<file path="src/rtl/gpr_pkg.sv">
package gpr_pkg;
  localparam int BYTE_W = 8;
  localparam int WORD_W = 2 * BYTE_W;

  typedef logic [WORD_W-1:0] word_t;
  typedef logic [BYTE_W-1:0] byte_t;

  // Result of a write into a stored word: the whole word, or one lane from wdata's low byte.
  function automatic word_t merge_lanes(word_t old_w, word_t wdata, logic byte_mode, logic hi);
    word_t res;
    if (!byte_mode)
      res = wdata;
    else if (hi)
      res = {wdata[BYTE_W-1:0], old_w[BYTE_W-1:0]};
    else
      res = {old_w[WORD_W-1:BYTE_W], wdata[BYTE_W-1:0]};
    return res;
  endfunction

  // One half of a word, zero-extended to full width.
  function automatic word_t pick_half(word_t w, logic hi);
    byte_t b;
    b = hi ? w[WORD_W-1:BYTE_W] : w[BYTE_W-1:0];
    return {{(WORD_W-BYTE_W){1'b0}}, b};
  endfunction
endpackage

</file>
<file path="src/rtl/gpr_wr_decode.sv">
module gpr_wr_decode #(
  parameter int N_DATA = 4,
  parameter int N_REG  = 14,
  parameter int SEL_W  = 4
) (
  input  logic             clk,
  input  logic             rst_n,
  input  logic             wr_en,
  input  logic             wr_byte,
  input  logic [SEL_W-1:0] wr_sel,
  output logic [N_REG-1:0] hit,
  output logic             hi_half
);
  logic             byte_ok;
  logic [SEL_W-1:0] byte_idx;

  assign hi_half  = wr_sel >= SEL_W'(N_DATA);
  assign byte_ok  = wr_sel <  SEL_W'(2 * N_DATA);
  assign byte_idx = hi_half ? wr_sel - SEL_W'(N_DATA) : wr_sel;

  for (genvar i = 0; i < N_REG; i++) begin : g_hit
    if (i < N_DATA) begin : g_split
      assign hit[i] = wr_en && (wr_byte ? (byte_ok && byte_idx == SEL_W'(i))
                                        : (wr_sel == SEL_W'(i)));
    end else begin : g_whole
      assign hit[i] = wr_en && !wr_byte && (wr_sel == SEL_W'(i));
    end
  end

  // one write touches at most one register
  assert_single_target_R10: assert property (@(posedge clk) disable iff (!rst_n)
    $onehot0(hit));
  // no target without the write enable
  assert_no_hit_idle_R7: assert property (@(posedge clk) disable iff (!rst_n)
    !wr_en |-> hit == '0);
endmodule

</file>
<file path="src/rtl/gpr_rd_mux.sv">
module gpr_rd_mux
  import gpr_pkg::*;
#(
  parameter int N_DATA = 4,
  parameter int N_REG  = 14,
  parameter int SEL_W  = 4
) (
  input  logic                          clk,
  input  logic                          rst_n,
  input  logic [N_REG-1:0][WORD_W-1:0]  regs_flat,
  input  logic                          rd_byte,
  input  logic [SEL_W-1:0]              rd_sel,
  output logic [WORD_W-1:0]             rd_data
);
  logic sel_valid;

  assign sel_valid = rd_byte ? (rd_sel < SEL_W'(2 * N_DATA)) : (rd_sel < SEL_W'(N_REG));

  always_comb begin
    rd_data = '0;
    if (sel_valid) begin
      if (!rd_byte)
        rd_data = regs_flat[rd_sel];
      else if (rd_sel >= SEL_W'(N_DATA))
        rd_data = pick_half(regs_flat[rd_sel - SEL_W'(N_DATA)], 1'b1);
      else
        rd_data = pick_half(regs_flat[rd_sel], 1'b0);
    end
  end

  // byte reads carry zeros above the low byte
  assert_byte_read_zext_R5: assert property (@(posedge clk) disable iff (!rst_n)
    rd_byte |-> rd_data[WORD_W-1:BYTE_W] == '0);
  // unused codes read as zero
  assert_bad_code_zero_R8: assert property (@(posedge clk) disable iff (!rst_n)
    !sel_valid |-> rd_data == '0);
endmodule

</file>
<file path="src/rtl/gpr_file.sv">
module gpr_file
  import gpr_pkg::*;
#(
  parameter int N_DATA = 4,
  parameter int N_RD   = 2,
  localparam int N_PTR = 2,
  localparam int N_IDX = 2,
  localparam int N_SEG = 4,
  localparam int N_REG = N_DATA + N_PTR + N_IDX + N_SEG + 2,
  localparam int SEL_W = $clog2(N_REG)
) (
  input  logic                        clk,
  input  logic                        rst_n,
  input  logic                        wr_en,
  input  logic                        wr_byte,
  input  logic [SEL_W-1:0]            wr_sel,
  input  logic [WORD_W-1:0]           wr_data,
  input  logic [N_RD-1:0]             rd_byte,
  input  logic [N_RD-1:0][SEL_W-1:0]  rd_sel,
  output logic [N_RD-1:0][WORD_W-1:0] rd_data
);
  word_t                       regs [N_REG];
  logic [N_REG-1:0][WORD_W-1:0] regs_flat;
  logic [N_REG-1:0]            hit;
  logic                        hi_half;
  logic [N_REG-1:0]            lo_only;
  logic [N_REG-1:0]            hi_only;
  logic                        bad_word_wr;

  gpr_wr_decode #(.N_DATA(N_DATA), .N_REG(N_REG), .SEL_W(SEL_W)) u_dec (
    .clk(clk), .rst_n(rst_n), .wr_en(wr_en), .wr_byte(wr_byte),
    .wr_sel(wr_sel), .hit(hit), .hi_half(hi_half)
  );

  assign bad_word_wr = wr_en && !wr_byte && (wr_sel >= SEL_W'(N_REG));

  for (genvar i = 0; i < N_REG; i++) begin : g_reg
    always_ff @(posedge clk or negedge rst_n) begin
      if (!rst_n)
        regs[i] <= '0;
      else if (hit[i])
        regs[i] <= merge_lanes(regs[i], wr_data, wr_byte, hi_half);
    end
    assign regs_flat[i] = regs[i];
    assign lo_only[i]   = hit[i] && wr_byte && !hi_half;
    assign hi_only[i]   = hit[i] && wr_byte && hi_half;

    // idle write port holds every register
    assert_idle_hold_R7: assert property (@(posedge clk) disable iff (!rst_n)
      !wr_en |=> $stable(regs[i]));
    // word write lands whole
    assert_word_write_R2: assert property (@(posedge clk) disable iff (!rst_n)
      (wr_en && !wr_byte && wr_sel == SEL_W'(i)) |=> regs[i] == $past(wr_data));
    // unused word codes change nothing
    assert_bad_word_hold_R8: assert property (@(posedge clk) disable iff (!rst_n)
      bad_word_wr |=> $stable(regs[i]));

    if (i < N_DATA) begin : g_split_chk
      // the untouched half keeps its value
      assert_lo_keeps_hi_R4: assert property (@(posedge clk) disable iff (!rst_n)
        lo_only[i] |=> regs[i][WORD_W-1:BYTE_W] == $past(regs[i][WORD_W-1:BYTE_W]));
      assert_hi_keeps_lo_R4: assert property (@(posedge clk) disable iff (!rst_n)
        hi_only[i] |=> regs[i][BYTE_W-1:0] == $past(regs[i][BYTE_W-1:0]));
      // high-half byte code stores the low data byte
      assert_hi_byte_write_R3: assert property (@(posedge clk) disable iff (!rst_n)
        (wr_en && wr_byte && wr_sel == SEL_W'(i + N_DATA))
          |=> regs[i][WORD_W-1:BYTE_W] == $past(wr_data[BYTE_W-1:0]));
    end
  end

  for (genvar p = 0; p < N_RD; p++) begin : g_rd
    gpr_rd_mux #(.N_DATA(N_DATA), .N_REG(N_REG), .SEL_W(SEL_W)) u_rd (
      .clk(clk), .rst_n(rst_n), .regs_flat(regs_flat),
      .rd_byte(rd_byte[p]), .rd_sel(rd_sel[p]), .rd_data(rd_data[p])
    );
  end
endmodule

</file>
<file path="config.mk">
export PLATFORM = sky130hd
export DESIGN_NAME = gpr_file
export DESIGN_NICKNAME = d
export VERILOG_FILES = /design/src/rtl/gpr_pkg.sv /design/src/rtl/gpr_wr_decode.sv /design/src/rtl/gpr_rd_mux.sv /design/src/rtl/gpr_file.sv
export SDC_FILE = /design/constraint.sdc
export NUM_CORES = 1
export LEC_CHECK = 0
export ABC_AREA = 0
export BUFFER_PORTS_ARGS = -buffer_cell sky130_fd_sc_hd__buf_2
export CAP_MARGIN = 20
export CORE_ASPECT_RATIO = 0.75
export CORE_MARGIN = 5
export CORE_UTILIZATION = 35
export CTS_BUF_LIST = sky130_fd_sc_hd__clkbuf_4 sky130_fd_sc_hd__clkbuf_8
export DETAILED_ROUTE_END_ITERATION = 8
export PLACE_DENSITY = 0.49
export SYNTH_ARGS = -nofsm -noshare
export SYNTH_HDL_FRONTEND = slang
export SYNTH_SLANG_ARGS = --single-unit
</file>
<file path="constraint.sdc">
create_clock -name clk -period 2.8 [get_ports clk]
set_input_delay 0.28 -clock clk [delete_from_list [all_inputs] [get_ports clk]]
set_output_delay 0.28 -clock clk [all_outputs]
set_load 0.02 [all_outputs]
</file>
-- Yosys cells after proc, flatten, opt, wreduce, memory -nomap -nowiden
Cells that the tools add are included.
- $add $sub $neg: 3
- $lt $le $gt $ge: 12
- reduce and logical (&&, ||, !) cells: 50
- muxes and demuxes: 23
- equal/unequal tests: 18
- operators with widths (cell ; count):
    16-bit binary-select mux with 4-bit select ; 4
    16-bit 2-to-1 mux ; 10
    2-bit AND reduction ; 28
    4-bit == test, second input constant ; 6
    4-bit less-than comparator, second input constant ; 5
    4-bit by 5-bit less-than comparator with 1-bit output, second input constant ; 4
    1-bit logical AND ; 19
    4-bit by 2-bit == test with 1-bit output, second input constant ; 4
    4-bit by 3-bit == test with 1-bit output, second input constant ; 4
    8-bit 2-to-1 mux ; 2
    4-bit by 3-bit greater-or-equal comparator with 1-bit output, second input constant ; 3
    4-bit by 3-bit subtractor with 4-bit output, second input constant ; 3
    4-bit by 1-bit == test with 1-bit output, second input constant ; 2
    4-bit logical NOT ; 2
    1-bit 2-to-1 mux ; 6
    4-bit 2-to-1 mux ; 1
    2-bit by 1-bit != test with 1-bit output, second input constant ; 1
    2-bit != test, second input constant ; 1
    1-bit logical NOT ; 1
- output and inout port bits: 32
- input port bits: 34
- flip-flop bits (word level): 224
- word-level logic and storage cells: 134

-- Logic depth before layout (Yosys ltp)
- depth after elaboration: 7
- gate-level depth with buffers: 10
- depth with buffers taken out: 7

-- Modules after synthesis
From an unflattened synthesis, not the netlist that was laid out.
- cell total of the unflattened synthesis: 1313
- area total of the unflattened synthesis: 14705.4 um^2
- by module, submodules not included (module ; seq. area each (um^2) ; area each (um^2) ; cells each ; instances):
    gpr_file ; 5605.4 ; 9858.2 ; 800 ; 1
    gpr_rd_mux ; 0.0 ; 2348.5 ; 244 ; 2
    gpr_wr_decode ; 0.0 ; 150.1 ; 25 ; 1

-- Worst setup path after synthesis
No wires, ideal clock.
- path type: in2out
- start point: in rd_sel[2] in the netlist's numbering
- end point: out rd_data[5] in the netlist's numbering
- data required time: 2.520 ns
- slack: 0.186 ns
- arrival time: 2.334 ns
- path buffers: 1
- stages on the path: 8
- cell sequence: inv_1 buf_1 ha_1 nand2b_1 or3_1 nor2_1 or4_1 nor3_1
- RTL lines (element ; line ; source):
    start: declaration ; gpr_file.sv:19 ; input logic [N_RD-1:0][SEL_W-1:0] rd_sel,
    end: declaration ; gpr_file.sv:20 ; output logic [N_RD-1:0][WORD_W-1:0] rd_data

==> impl_results.md <==
* Status: completed
* P&R area growth vs syn at 14.6%
* Worst skew pair latency at 0.58 ns
* Post-CTS setup buffer count at 0
* CTS tree: built
* Synth Cell Area at 12800 um^2
* Fillers at 3527
* Asr flop ratio synth at 1.00
* Seq/Total Area, Yosys at 0.437
* H-tree lvl count at 2
* Post-synth net total at 1162
* Avg Cell Area, Syn at 11.4 um^2
* Mapped Cells at 1124
* Worst setup SP type: register
* Core Rows at 60
* FF/Latch Area at 5610 um^2
* Die width at 231 um
* Initial Util at 0.356
* Max VDD drop at 0.358 mV
* CP Max Fanout at 3
* Port buffer count at 65
* Leakage power at 0.00633 uW
* Longest Clk Path Bufs at 3
* Area fraction of the dominant cell type after synthesis at 0.437
* Worst hold path class: in2reg
* WS Path Type: reg2out
* Synth cell types at 48
* Biggest registers after layout: regs x224
* Clock-pin transition on the worst setup and hold timing paths at 0.06 ns
* Die height at 176 um
* GRT Resource Usage Total at 0.216
* Syn. warnings at 0
* Synth Flop Type: dfrtp_1
* Routed WL at 44100 um
* Final worst-path cycle share at 0.971
* Placer congestion estimate at 0.896
* Largest net degree at the start of global routing at 87
* Die Area at 40600 um^2
* # clock sinks at 224
* Post-DP HPWL at 30600 um
* Synth Register Bits at 224
* Arr. time, crit path at 2.44 ns
* Global-route wire length before repair at 65800 um
* Cts bufs inserted at 38
* Residual DRC at 0
* Reg with most FFs: regs
* Multi-input logic area at 6750 um^2
* Post-DRT Antenna Nets at 0
* Clock skew at 0 ns
* Slew margin rel. at 0.329
* I/O pin count at 66
* MaxCap Viol Count at 0
* RSZ-0062 raised after global routing: no
* Router iterations before antenna repair at 5
* Setup_tns at 0 ns
* Iter 0 DRT Violations at 821
* Post-synth top area cell: dfrtp_1
* Max reg flops at 224
* Number of synthesized flops with an enable pin at 0
* Slew Limit Fails at 0
* Antenna violations before repair at 1
* Worst Max-Slew Pin Slew at 1.00 ns
* Root Driver: clkbuf_8
* Vias at 9686
* Vias in the first global route at 9675
* Critical Path RT at 2.52 ns
* Crit path capture type: output port
* Fin nets at 1240
* Routed len/inst at 26.1 um
* Min Tclk post-route at 2.72 ns
* Inserted Diodes at 0
* Fin. Hold Viols at 0
* Number of vias per cell at 5.73
* Total congestion overflow at 0
* Setup violators final at 0
* Total chip power at 10100 uW
* Layout cells sized above 1 at 0.327
* Synth top area cells: dfrtp_1, mux4_2, mux2_2
* F_max at 368 MHz
* Core ar. at 36000 um^2
* PwrDens at 688 nW/um^2
[cell families after synthesis]
kind of cell | after synthesis | synth area share
xor+xnor | 1 | 0.000683
fa+ha+maj | 4 | 0.00390
buf+inv | 101 | 0.0395
simple gates | 301 | 0.108
compound gates | 224 | 0.102
flops | 224 | 0.437
mux | 269 | 0.309
[power by group]
part,internal [uW],switching (uW),total [uW]
registers,3930,532,4460
clock network,1620,1410,3030
logic,1300,1310,2610
total,6860,3250,10100
[synth_stat cells, drive strengths merged, types with 28 or more instances]
master,number
mux2,105
clkbuf,49
mux2i,73
mux4,91
buf,47
a21oi,69
nor3,32
o21ai,81
nand2,107
dfrtp,224
nor2,94
nor2b,28
[critical path, cell delays in order (launching register included)]
cell and delay, ns:
dfrtp_1 0.40, mux4_2 0.57, mux4_2 0.55, nor2b_1 0.17, buf_2 0.18
[cell type report]
class / instances / share of cell area
well taps: 465 / 0.0396
clock buffers: 59 / 0.0488
multi-input cells: 799 / 0.459
clock inverters: 4 / 0.00196
flip-flops and latches: 224 / 0.381
inverters: 5 / 0.00128
repair buffers: 134 / 0.0682
[metal layers]
layer  track usage  part of all wire
met5             0                 0
met4        0.0475             0.021
met3        0.0391             0.061
met2         0.322              0.44
met1         0.331              0.48
[path summary, 6_finish.rpt]
kind,start,endpoint,slack (ns),depth (start not counted)
worst max-delay path,regs[111],rd_data[31],0.08,4
worst min-delay path,wr_data[4],regs[52],0.1,3
worst max register to register,regs[100],regs[100],1.99,1
worst min register to register,regs[220],regs[220],0.50,2
max in group asynchronous,rst_n,regs[60],1.59,3
min in group asynchronous,rst_n,regs[161],0.31,2
[layout by cell type (no fill, tap or decap), types with 27 or more instances in the layout]
cell type	synthesis	final
dfrtp_1	224	224
nand2_1	107	107
mux2_2	101	101
nor2_1	94	93
mux4_2	91	91
o21ai_0	79	79
mux2i_1	73	73
a21oi_1	69	69
buf_4	3	61
buf_2	27	60
clkbuf_8	0	44
nor2b_1	28	28
o22ai_1	27	27
nor3_1	28	27
[per-stage QoR]
stage | instances | area [um^2] | setup WS (ns) | hold slack [ns] | utilization
after floorplan | 1124 | 12800 | 0.186 | -0.0156 | -
final | 1690 | 14700 | 0.0812 | 0.0986 | 0.408
after CTS | 1688 | 14700 | 0.0578 | 0.0804 | 0.407
after global routing | 1690 | 14700 | 0.0138 | 0.106 | 0.408
after global placement | 1622 | 13900 | 0.172 | 0.355 | 0.386
after detailed placement | 1624 | 13900 | 0.136 | 0.354 | 0.386
[repair_timing]
action                                  in CTS  in global routing
pin swaps                                    0                  0
gates cloned                                 0                  0
hold buffers                                 1                  0
gates resized for setup                      1                  1
endpoints found under the setup margin       1                  1
endpoints found under the hold margin       82                  0
(Power assumes the default switching activity.)
